[src/rtl/smb_pkg.sv]
package smb_pkg;
  typedef enum logic [2:0] {
    ST_IDLE,
    ST_ADDR,
    ST_ACK_WAIT,
    ST_ACK_HOLD,
    ST_RX,
    ST_TX,
    ST_MACK,
    ST_SKIP
  } smb_state_e;

  localparam logic [6:0] ALERT_RESP_ADDR = 7'b0001100;
  localparam logic [7:0] CFG_PTR         = 8'h40;
  localparam logic [7:0] STAT_PTR        = 8'h41;
  localparam int         WDOG_OFF_BIT    = 6;
endpackage

[src/rtl/smb_line_sync.sv]
module smb_line_sync #(
  parameter int STAGES = 2
) (
  input  logic clk,
  input  logic rst_n,
  input  logic scl_i,
  input  logic sda_i,
  output logic scl_s,
  output logic sda_s,
  output logic scl_rise,
  output logic scl_fall,
  output logic start_det,
  output logic stop_det,
  output logic line_edge
);
  logic [STAGES-1:0] scl_pipe, sda_pipe;
  logic scl_prev, sda_prev;

  always_ff @(posedge clk or negedge rst_n) begin
    if (!rst_n) begin
      scl_pipe <= '1;
      sda_pipe <= '1;
      scl_prev <= 1'b1;
      sda_prev <= 1'b1;
    end else begin
      scl_pipe <= {scl_pipe[STAGES-2:0], scl_i};
      sda_pipe <= {sda_pipe[STAGES-2:0], sda_i};
      scl_prev <= scl_pipe[STAGES-1];
      sda_prev <= sda_pipe[STAGES-1];
    end
  end

  assign scl_s     = scl_pipe[STAGES-1];
  assign sda_s     = sda_pipe[STAGES-1];
  assign scl_rise  = scl_s & ~scl_prev;
  assign scl_fall  = ~scl_s & scl_prev;
  assign start_det = scl_s & scl_prev & sda_prev & ~sda_s;
  assign stop_det  = scl_s & scl_prev & ~sda_prev & sda_s;
  assign line_edge = (scl_s ^ scl_prev) | (sda_s ^ sda_prev);
endmodule

[src/rtl/smb_idle_timer.sv]
module smb_idle_timer #(
  parameter int LIMIT = 3_500_000
) (
  input  logic clk,
  input  logic rst_n,
  input  logic run,
  input  logic restart,
  output logic expired
);
  localparam int CW = $clog2(LIMIT + 1);

  logic [CW-1:0] cnt_q, cnt_d;

  assign expired = run && !restart && (cnt_q == CW'(LIMIT));

  always_comb begin
    if (!run || restart || expired) cnt_d = '0;
    else                            cnt_d = cnt_q + 1'b1;
  end

  always_ff @(posedge clk or negedge rst_n) begin
    if (!rst_n) cnt_q <= '0;
    else        cnt_q <= cnt_d;
  end
endmodule

[src/rtl/smb_target_fsm.sv]
module smb_target_fsm
  import smb_pkg::*;
(
  input  logic       clk,
  input  logic       rst_n,
  input  logic       sda_s,
  input  logic       scl_rise,
  input  logic       scl_fall,
  input  logic       start_det,
  input  logic       stop_det,
  input  logic       timeout,
  input  logic [6:0] own_addr,
  input  logic       alert_pend,
  input  logic [7:0] rd_data,
  output logic       sda_oe,
  output logic       busy,
  output logic [7:0] ptr,
  output logic       wr_en,
  output logic [7:0] wr_data,
  output logic       stat_rd
);
  smb_state_e state_q, state_d;
  logic [3:0] cnt_q, cnt_d;
  logic [7:0] sh_q, sh_d, ptr_q, ptr_d, tx_byte;
  logic [1:0] idx_q, idx_d;
  logic oe_q, oe_d, rw_q, rw_d, ara_q, ara_d;

  assign tx_byte = ara_q ? {own_addr, 1'b0} : rd_data;
  assign wr_data = {sh_q[6:0], sda_s};

  always_comb begin
    state_d = state_q;
    cnt_d   = cnt_q;
    sh_d    = sh_q;
    oe_d    = oe_q;
    rw_d    = rw_q;
    ara_d   = ara_q;
    idx_d   = idx_q;
    ptr_d   = ptr_q;
    wr_en   = 1'b0;
    stat_rd = 1'b0;
    if (stop_det || timeout) begin
      state_d = ST_IDLE;
      oe_d    = 1'b0;
    end else if (start_det) begin
      state_d = ST_ADDR;
      cnt_d   = '0;
      oe_d    = 1'b0;
    end else begin
      unique case (state_q)
        ST_ADDR: if (scl_rise) begin
          sh_d  = wr_data;
          cnt_d = cnt_q + 4'd1;
          if (cnt_q == 4'd7) begin
            cnt_d = '0;
            idx_d = '0;
            rw_d  = sda_s;
            if (sh_q[6:0] == own_addr && own_addr != ALERT_RESP_ADDR) begin
              ara_d   = 1'b0;
              state_d = ST_ACK_WAIT;
            end else if (sh_q[6:0] == ALERT_RESP_ADDR && sda_s && alert_pend) begin
              ara_d   = 1'b1;
              state_d = ST_ACK_WAIT;
            end else begin
              state_d = ST_SKIP;
            end
          end
        end
        ST_ACK_WAIT: if (scl_fall) begin
          oe_d    = 1'b1;
          state_d = ST_ACK_HOLD;
        end
        ST_ACK_HOLD: if (scl_fall) begin
          cnt_d = '0;
          if (rw_q) begin
            sh_d    = tx_byte;
            oe_d    = ~tx_byte[7];
            state_d = ST_TX;
          end else begin
            oe_d    = 1'b0;
            state_d = ST_RX;
          end
        end
        ST_RX: if (scl_rise) begin
          sh_d  = wr_data;
          cnt_d = cnt_q + 4'd1;
          if (cnt_q == 4'd7) begin
            cnt_d = '0;
            if (idx_q != 2'd3) idx_d = idx_q + 2'd1;
            if (idx_q == 2'd0) begin
              ptr_d   = wr_data;
              state_d = ST_ACK_WAIT;
            end else if (idx_q == 2'd1) begin
              wr_en   = 1'b1;
              state_d = ST_ACK_WAIT;
            end else begin
              state_d = ST_SKIP;
            end
          end
        end
        ST_TX: if (scl_rise) begin
          if (ara_q && !oe_q && !sda_s) begin
            state_d = ST_SKIP;
          end else begin
            sh_d  = {sh_q[6:0], 1'b0};
            cnt_d = cnt_q + 4'd1;
          end
        end else if (scl_fall) begin
          if (cnt_q == 4'd8) begin
            oe_d    = 1'b0;
            state_d = ST_MACK;
          end else begin
            oe_d = ~sh_q[7];
          end
        end
        ST_MACK: if (scl_rise) begin
          if (!ara_q && ptr_q == STAT_PTR) stat_rd = 1'b1;
          state_d = ST_SKIP;
        end
        default: ;
      endcase
    end
  end

  always_ff @(posedge clk or negedge rst_n) begin
    if (!rst_n) begin
      state_q <= ST_IDLE;
      cnt_q   <= '0;
      sh_q    <= '0;
      oe_q    <= 1'b0;
      rw_q    <= 1'b0;
      ara_q   <= 1'b0;
      idx_q   <= '0;
      ptr_q   <= '0;
    end else begin
      state_q <= state_d;
      cnt_q   <= cnt_d;
      sh_q    <= sh_d;
      oe_q    <= oe_d;
      rw_q    <= rw_d;
      ara_q   <= ara_d;
      idx_q   <= idx_d;
      ptr_q   <= ptr_d;
    end
  end

  assign sda_oe = oe_q;
  assign busy   = (state_q != ST_IDLE);
  assign ptr    = ptr_q;
endmodule

[src/rtl/smb_alert_target.sv]
module smb_alert_target
  import smb_pkg::*;
#(
  parameter int CLK_HZ      = 100_000_000,
  parameter int TIMEOUT_US  = 35_000,
  parameter int REG_NUM     = 4,
  parameter int SYNC_STAGES = 2
) (
  input  logic       clk,
  input  logic       rst_n,
  input  logic       scl_i,
  input  logic       sda_i,
  output logic       sda_oe,
  input  logic [6:0] own_addr,
  input  logic       alert_req,
  output logic       alert_n
);
  localparam int TO_LIMIT = (CLK_HZ / 1_000_000) * TIMEOUT_US;

  logic [1:0] rst_pipe;
  logic rst_int;
  logic scl_s, sda_s, scl_rise, scl_fall, start_det, stop_det, line_edge;
  logic timeout, busy, wr_en, stat_rd, todis;
  logic [7:0] ptr, wr_data, rd_data, cfg_q;
  logic alert_pend_q;
  logic [7:0] reg_val [REG_NUM];

  always_ff @(posedge clk or negedge rst_n) begin
    if (!rst_n) rst_pipe <= '0;
    else        rst_pipe <= {rst_pipe[0], 1'b1};
  end
  assign rst_int = rst_pipe[1];

  smb_line_sync #(.STAGES(SYNC_STAGES)) u_sync (
    .clk(clk), .rst_n(rst_int), .scl_i(scl_i), .sda_i(sda_i),
    .scl_s(scl_s), .sda_s(sda_s), .scl_rise(scl_rise), .scl_fall(scl_fall),
    .start_det(start_det), .stop_det(stop_det), .line_edge(line_edge)
  );

  smb_idle_timer #(.LIMIT(TO_LIMIT)) u_timer (
    .clk(clk), .rst_n(rst_int), .run(busy && !todis),
    .restart(line_edge), .expired(timeout)
  );

  smb_target_fsm u_fsm (
    .clk(clk), .rst_n(rst_int), .sda_s(sda_s),
    .scl_rise(scl_rise), .scl_fall(scl_fall),
    .start_det(start_det), .stop_det(stop_det), .timeout(timeout),
    .own_addr(own_addr), .alert_pend(alert_pend_q), .rd_data(rd_data),
    .sda_oe(sda_oe), .busy(busy), .ptr(ptr), .wr_en(wr_en),
    .wr_data(wr_data), .stat_rd(stat_rd)
  );

  for (genvar g = 0; g < REG_NUM; g++) begin : g_reg
    localparam logic [7:0] IDX = 8'(g);
    logic [7:0] q;
    always_ff @(posedge clk or negedge rst_int) begin
      if (!rst_int)                   q <= '0;
      else if (wr_en && ptr == IDX)   q <= wr_data;
    end
    assign reg_val[g] = q;
  end

  always_ff @(posedge clk or negedge rst_int) begin
    if (!rst_int)                      cfg_q <= '0;
    else if (wr_en && ptr == CFG_PTR)  cfg_q <= wr_data;
  end
  assign todis = cfg_q[WDOG_OFF_BIT];

  always_ff @(posedge clk or negedge rst_int) begin
    if (!rst_int) alert_pend_q <= 1'b0;
    else          alert_pend_q <= alert_req | (alert_pend_q & ~stat_rd);
  end
  assign alert_n = ~alert_pend_q;

  always_comb begin
    rd_data = '0;
    if (ptr == CFG_PTR)       rd_data = cfg_q;
    else if (ptr == STAT_PTR) rd_data = {7'b0, alert_req};
    else begin
      for (int i = 0; i < REG_NUM; i++)
        if (ptr == 8'(i)) rd_data = reg_val[i];
    end
  end
endmodule

[config.mk]
export PLATFORM = sky130hd
export DESIGN_NAME = smb_alert_target
export DESIGN_NICKNAME = d
export VERILOG_FILES = /design/src/rtl/smb_pkg.sv /design/src/rtl/smb_line_sync.sv /design/src/rtl/smb_idle_timer.sv /design/src/rtl/smb_target_fsm.sv /design/src/rtl/smb_alert_target.sv
export SDC_FILE = /design/constraint.sdc
export NUM_CORES = 1
export LEC_CHECK = 0
export BUFFER_PORTS_ARGS = -buffer_cell sky130_fd_sc_hd__buf_2
export CAP_MARGIN = 25
export CORE_MARGIN = 5
export CORE_UTILIZATION = 30
export CTS_BUF_LIST = sky130_fd_sc_hd__clkbuf_4 sky130_fd_sc_hd__clkbuf_8 sky130_fd_sc_hd__clkbuf_16
export DETAILED_ROUTE_END_ITERATION = 12
export HOLD_SLACK_MARGIN = 0.02
export PLACE_DENSITY = 0.48
export SLEW_MARGIN = 30
export SYNTH_ARGS = -nofsm -noshare
export SYNTH_HDL_FRONTEND = slang
export SYNTH_SLANG_ARGS = --single-unit
[constraint.sdc]
create_clock -name clk -period 2.9 [get_ports clk]
set_clock_uncertainty 0.1 [all_clocks]
set_input_delay 0.29 -clock clk [delete_from_list [all_inputs] [get_ports clk]]
set_output_delay 0.29 -clock clk [all_outputs]
set_load 0.02 [all_outputs]
### Word-level counts from Yosys, hierarchy flattened

Index checks and enable logic that the tools add are counted.

| operators by class | value |
|---|---|
| bitwise operators | 22 |
| equal/unequal tests | 45 |
| add/sub/neg operators | 3 |
| muxes and demuxes | 69 |
| reductions and logical operators | 41 |

Operators with widths:

| operator | number |
|---|---|
| $mux W8 | 12 |
| $mux W3 | 17 |
| $ne A4 B3 Y1 const B | 7 |
| $mux W4 | 6 |
| $pmux W8 S3 | 1 |
| $mux W1 | 23 |
| $add A22 B1 Y22 const B | 1 |
| $eq A22 B22 Y1 const B | 1 |
| $mux W22 | 1 |
| $pmux W3 S6 | 1 |
| $reduce_and A6 Y1 | 3 |
| $eq A8 B2 Y1 const B | 2 |
| $eq A8 B7 Y1 const B | 2 |
| $reduce_and A8 Y1 | 2 |
| $logic_and A1 B1 Y1 | 14 |
| $ne A2 B2 Y1 const B | 6 |
| $pmux W4 S3 | 1 |
| $reduce_and A11 Y1 | 1 |
| $mux W2 | 5 |
| $ne A2 B1 Y1 const B | 5 |
| $ne A5 B3 Y1 const B | 2 |
| $not A1 Y1 | 10 |
| $reduce_and A5 Y1 | 2 |
| $eq A3 B3 Y1 const B | 3 |
| 30 further kinds | 52 |

| storage, ports and cells | value |
|---|---|
| word-level logic and storage cells | 200 |
| output and inout port bits | 2 |
| register bits after elaboration | 99 |
| input port bits | 12 |

### Depth between registers and ports, before layout

| logic depth | value |
|---|---|
| depth in word-level cells | 14 |
| gate-level depth with buffers | 9 |
| depth with buffers taken out | 7 |

### Modules after synthesis

Synthesis repeated with hierarchy kept, for this count alone.

| second synthesis, totals | value |
|---|---|
| cell total of the unflattened synthesis | 525 |
| area, all modules | 5,541.6 um^2 |

By module, submodules not included:

| module | sequential area each (um^2) | area each (um^2) | times used | cells an instance |
|---|---|---|---|---|
| smb_alert_target | 1,076.0 | 2,054.5 | 1 | 156 |
| smb_target_fsm | 700.7 | 2,029.4 | 1 | 227 |
| smb_idle_timer | 550.5 | 1,224.9 | 1 | 126 |
| smb_line_sync | 157.7 | 232.7 | 1 | 16 |

### Worst setup path after synthesis

No wires, ideal clock.

| timing | value |
|---|---|
| path type | reg2reg |
| start | register u_timer.cnt_q[2] |
| end | register g_reg[3].q[0] |
| cell stages (with the launch flop) | 7 |
| required time | 2,675 ps |
| period minus slack after synthesis | 2,327 ps |
| buffers on the path | 1 |
| data arrival time | 2,102 ps |
| path slack | 573 ps |
| library setup time | 125 ps |
| path through | dfrtp_1 or4b_4 nor3_4 nand4_4 buf_6 nand3b_4 mux2_2 |

| on the way | value |
|---|---|
| cells in the longest elaborated chain, start to end | 5 |

Ends and longest elaborated chain:

| item | line | source |
|---|---|---|
| start: declaration | smb_idle_timer.sv:12 | `logic [CW-1:0] cnt_q, cnt_d;` |
| start signal: assignment | smb_idle_timer.sv:23 | `else cnt_q <= cnt_d;` |
| $eq A22 B22 Y1 | smb_idle_timer.sv:14 | `assign expired = run && !restart && (cnt_q == CW'(LIMIT));` |
| $logic_and A1 B1 Y1 | smb_idle_timer.sv:14 |  |
| $logic_or A1 B1 Y1 | smb_target_fsm.sv:42 | `if (stop_det \|\| timeout) begin` |
| $mux W1 | smb_target_fsm.sv:42 |  |
| $logic_and A1 B1 Y1 | smb_alert_target.sv:59 | `else if (wr_en && ptr == IDX) q <= wr_data;` |
| end signal: assignment | smb_alert_target.sv:59 |  |
| end: declaration | smb_alert_target.sv:56 | `logic [7:0] q;` |

Every way passes these cells.
A chain may end at the register's enable or synchronous reset.

### Final worst setup path

| timing | value |
|---|---|
| start | register u_timer.cnt_q[2] |
| end | register g_reg[1].q[0] |

| on the way | value |
|---|---|
| cells in the longest elaborated chain, start to end | 5 |

Ends and longest elaborated chain:

| item | line |
|---|---|
| $eq A22 B22 Y1 | smb_idle_timer.sv:14 |
| $logic_and A1 B1 Y1 | smb_idle_timer.sv:14 |
| $logic_or A1 B1 Y1 | smb_target_fsm.sv:42 |
| $mux W1 | smb_target_fsm.sv:42 |
| $logic_and A1 B1 Y1 | smb_alert_target.sv:59 |
| end signal: assignment | smb_alert_target.sv:59 |
| end: declaration | smb_alert_target.sv:56 |

Every way passes these cells.

==> impl_metrics.ini <==
[routing]
totalWireLength_um = 11900
vias_per_cell = 5.12
dr.pass1.iters = 4
dr_wl_met2_um = 5440
vias = 3750
route.detailed.wl_per_inst_um = 16.3
dr.max_layer_used = met4
drtIter0Drc = 254
met3WireLength_um = 547
wl_met1_um = 5560
ant_nets = 0
route.detailed.drc = 0

[cells_and_area]
regArea_mm2 = 0.00249
synthToLayoutAreaGrowth_pct = 13.1
nNetsFinal = 522
diodes = 0
multiInputGateArea_mm2 = 0.00272
n_fill_cell = 1757
layout-drive-gt1-share = 0.284

[placement]
dpl.hpwl_um = 8460
place_congestion = 0.818
port_buffers = 13

[sta]
hold_violations = 0
tightest_slew_ns = 0.685
slew_violations = 0
setup_violations = 0
fmax_mhz = 397
tns_ns = 0
slew_headroom = 0.543
rsz0062_at_grt = no
finalCritPeriodShare = 0.869
min_period_ns = 2.52

[global_routing]
grt_antenna_before_repair = 0
track_usage = 0.124
grt_max_degree = 31
overflow = 0
grt_pass1_wl_um = 20200
grt_pass1_vias = 3810

[worst_setup_path]
critPathLaunchType = flip-flop
critPathRequiredTime_ns = 3.03
crit_arrival_ns = 2.65
cp-end-kind = flip-flop
cp_max_fo = 9
critical_path_class = flip-flop to flip-flop

[synth]
ys_ff_latch = 99
synth.most_common_cell = dfrtp_1
ys_top_cells_by_area = dfrtp_1, mux2_2, xor2_1
synthArstFlopShare = 1.00
yosysSeqAreaShare = 0.460
netlist.area_leader.share = 0.431
synth-main-ff-cell = dfrtp_1
postSynthCellCount = 478
yosysUniqueCellTypes = 73
yosysWarnings = 0
synth_top_area_cell = dfrtp_1
syn-cell-area_mm2 = 0.00540
avgSynthCellArea_um2 = 11.3
synthTopCellsByCount = dfrtp_1, mux2_2, nor2_1
synth_edf_count = 0
synth_fp_nets = 501

[outcome]
status = completed

[clocking]
clkLatencyLatePin_ns = 0.35
clk_pin_slew_ns = 0.07
tritoncts = done
clock_path_buffers = 2
cts_num_sinks = 99
cts-root-buf = clkbuf_16
htreeDepth = 3
cts_inserted_buffers = 9

[die]
die_w_um = 144
start_util = 0.303
dieArea_mm2 = 0.0208
die_y_um = 144
num_rows = 49
ioPinCount = 14
design.core.area_mm2 = 0.0178

[run]
maxCapViolCount = 0

[power_and_ir_drop]
p_leak_nw = 2.65
p_per_area_mw_per_mm2 = 631
vdd_drop_max_v = 0.000445
total_power_mw = 3.85

[min_path]
min_path_type = input port to flip-flop
[routing by layer]
metal | global-route usage | up-vias
met5 | 0 | -
met4 | 0.0599 | 0
met3 | 0.0274 | 24
met2 | 0.191 | 92
met1 | 0.165 | 1875
li1 | - | 1759
[registers in the layout (all words and copies together) (netlist names), 2 cells and up]
| register | cells |
|---|---|
| u_fsm.ptr | 8 |
| u_fsm.idx_q | 2 |
| u_fsm.state_q | 3 |
| u_sync.sda_pipe | 2 |
| u_fsm.cnt_q | 4 |
| u_sync.scl_pipe | 2 |
| cfg_q | 8 |
| rst_pipe | 2 |
| u_timer.cnt_q | 22 |
| g.q | 32 |
| u_fsm.sh_q | 8 |
[where the power goes]
group	total [mW]	internal, mW	switching (mW)
Combinational	0.893	0.397	0.496
Sequential	1.73	1.50	0.228
Clock	1.23	0.675	0.555
[cell families after synthesis]
logic type	Yosys count	synth area share
AO/OA/AOI/OAI	49	0.0621
XOR/XNOR	28	0.0454
adder cells (fa/ha/maj)	11	0.0255
buffers and inverters	44	0.0355
flip-flops	99	0.460
multiplexers	69	0.159
other	1	0.000695
AND/OR/NAND/NOR	177	0.212
[through the flow]
| step | setup WS (ns) | hold slack, ns | util | cells | instance area, um^2 |
|---|---|---|---|---|---|
| final | 0.381 | 0.0666 | 0.342 | 733 | 6100 |
| after global routing | 0.148 | 0.0780 | 0.342 | 733 | 6100 |
| after CTS | 0.306 | 0.0598 | 0.342 | 733 | 6100 |
| after detailed placement | 0.320 | -0.0171 | 0.324 | 714 | 5770 |
| after global placement | 0.384 | -0.0196 | 0.324 | 714 | 5770 |
| after floorplan | 0.573 | -0.106 | - | 478 | 5400 |
[cells in the final DEF, fill, tap and decap left out, drive strengths merged, types with 6 or more instances in the layout]
cell     n
a31oi    8
buf     31
clkbuf   9
dfrtp   93
dfstp    6
ha      11
inv     21
mux2    57
mux4     7
nand2   32
nand2b   7
nand3   15
nand3b  13
nand4   15
nor2    38
nor2b    7
nor3    10
nor4    10
o21ai   14
xnor2    9
xor2    19
[path summary, 6_finish.rpt]
path / start / end / slack, ns / cells past startpoint
max: u_timer.cnt_q[2] / g_reg[1].q[0] / 0.38 / 6
min: alert_req / alert_pend_q / 0.07 / 3
max reg2reg: u_timer.cnt_q[2] / g_reg[1].q[0] / 0.38 / 6
min reg2reg: rst_pipe[1] / g_reg[0].q[7] / 0.15 / 0
max in group asynchronous: rst_pipe[1] / g_reg[0].q[1] / 1.84 / 1
min in group asynchronous: rst_pipe[1] / g_reg[0].q[7] / 0.15 / 0
[worst max-delay path, stage by stage, from the launching register on]
cell,delay [ns]
dfrtp_1,0.47
or4b_4,0.58
nor3_4,0.25
nand4_4,0.21
buf_4,0.28
nand4_4,0.16
mux2_2,0.36
[layout make-up]
class / count / area share
repair buffers: 34 / 0.0377
multi-input cells: 335 / 0.446
clock buffers: 9 / 0.0369
flip-flops and latches: 99 / 0.408
inverters: 20 / 0.0123
well taps: 229 / 0.0469
clock inverters: 7 / 0.0127
[what timing repair did]
item | in CTS | in global routing
hold buffers | 3 | 0
setup buffers | 0 | 0
gates resized for setup | 0 | 0
hold endpoints to repair | 4 | 0
Power figures use the tool's default switching activity.
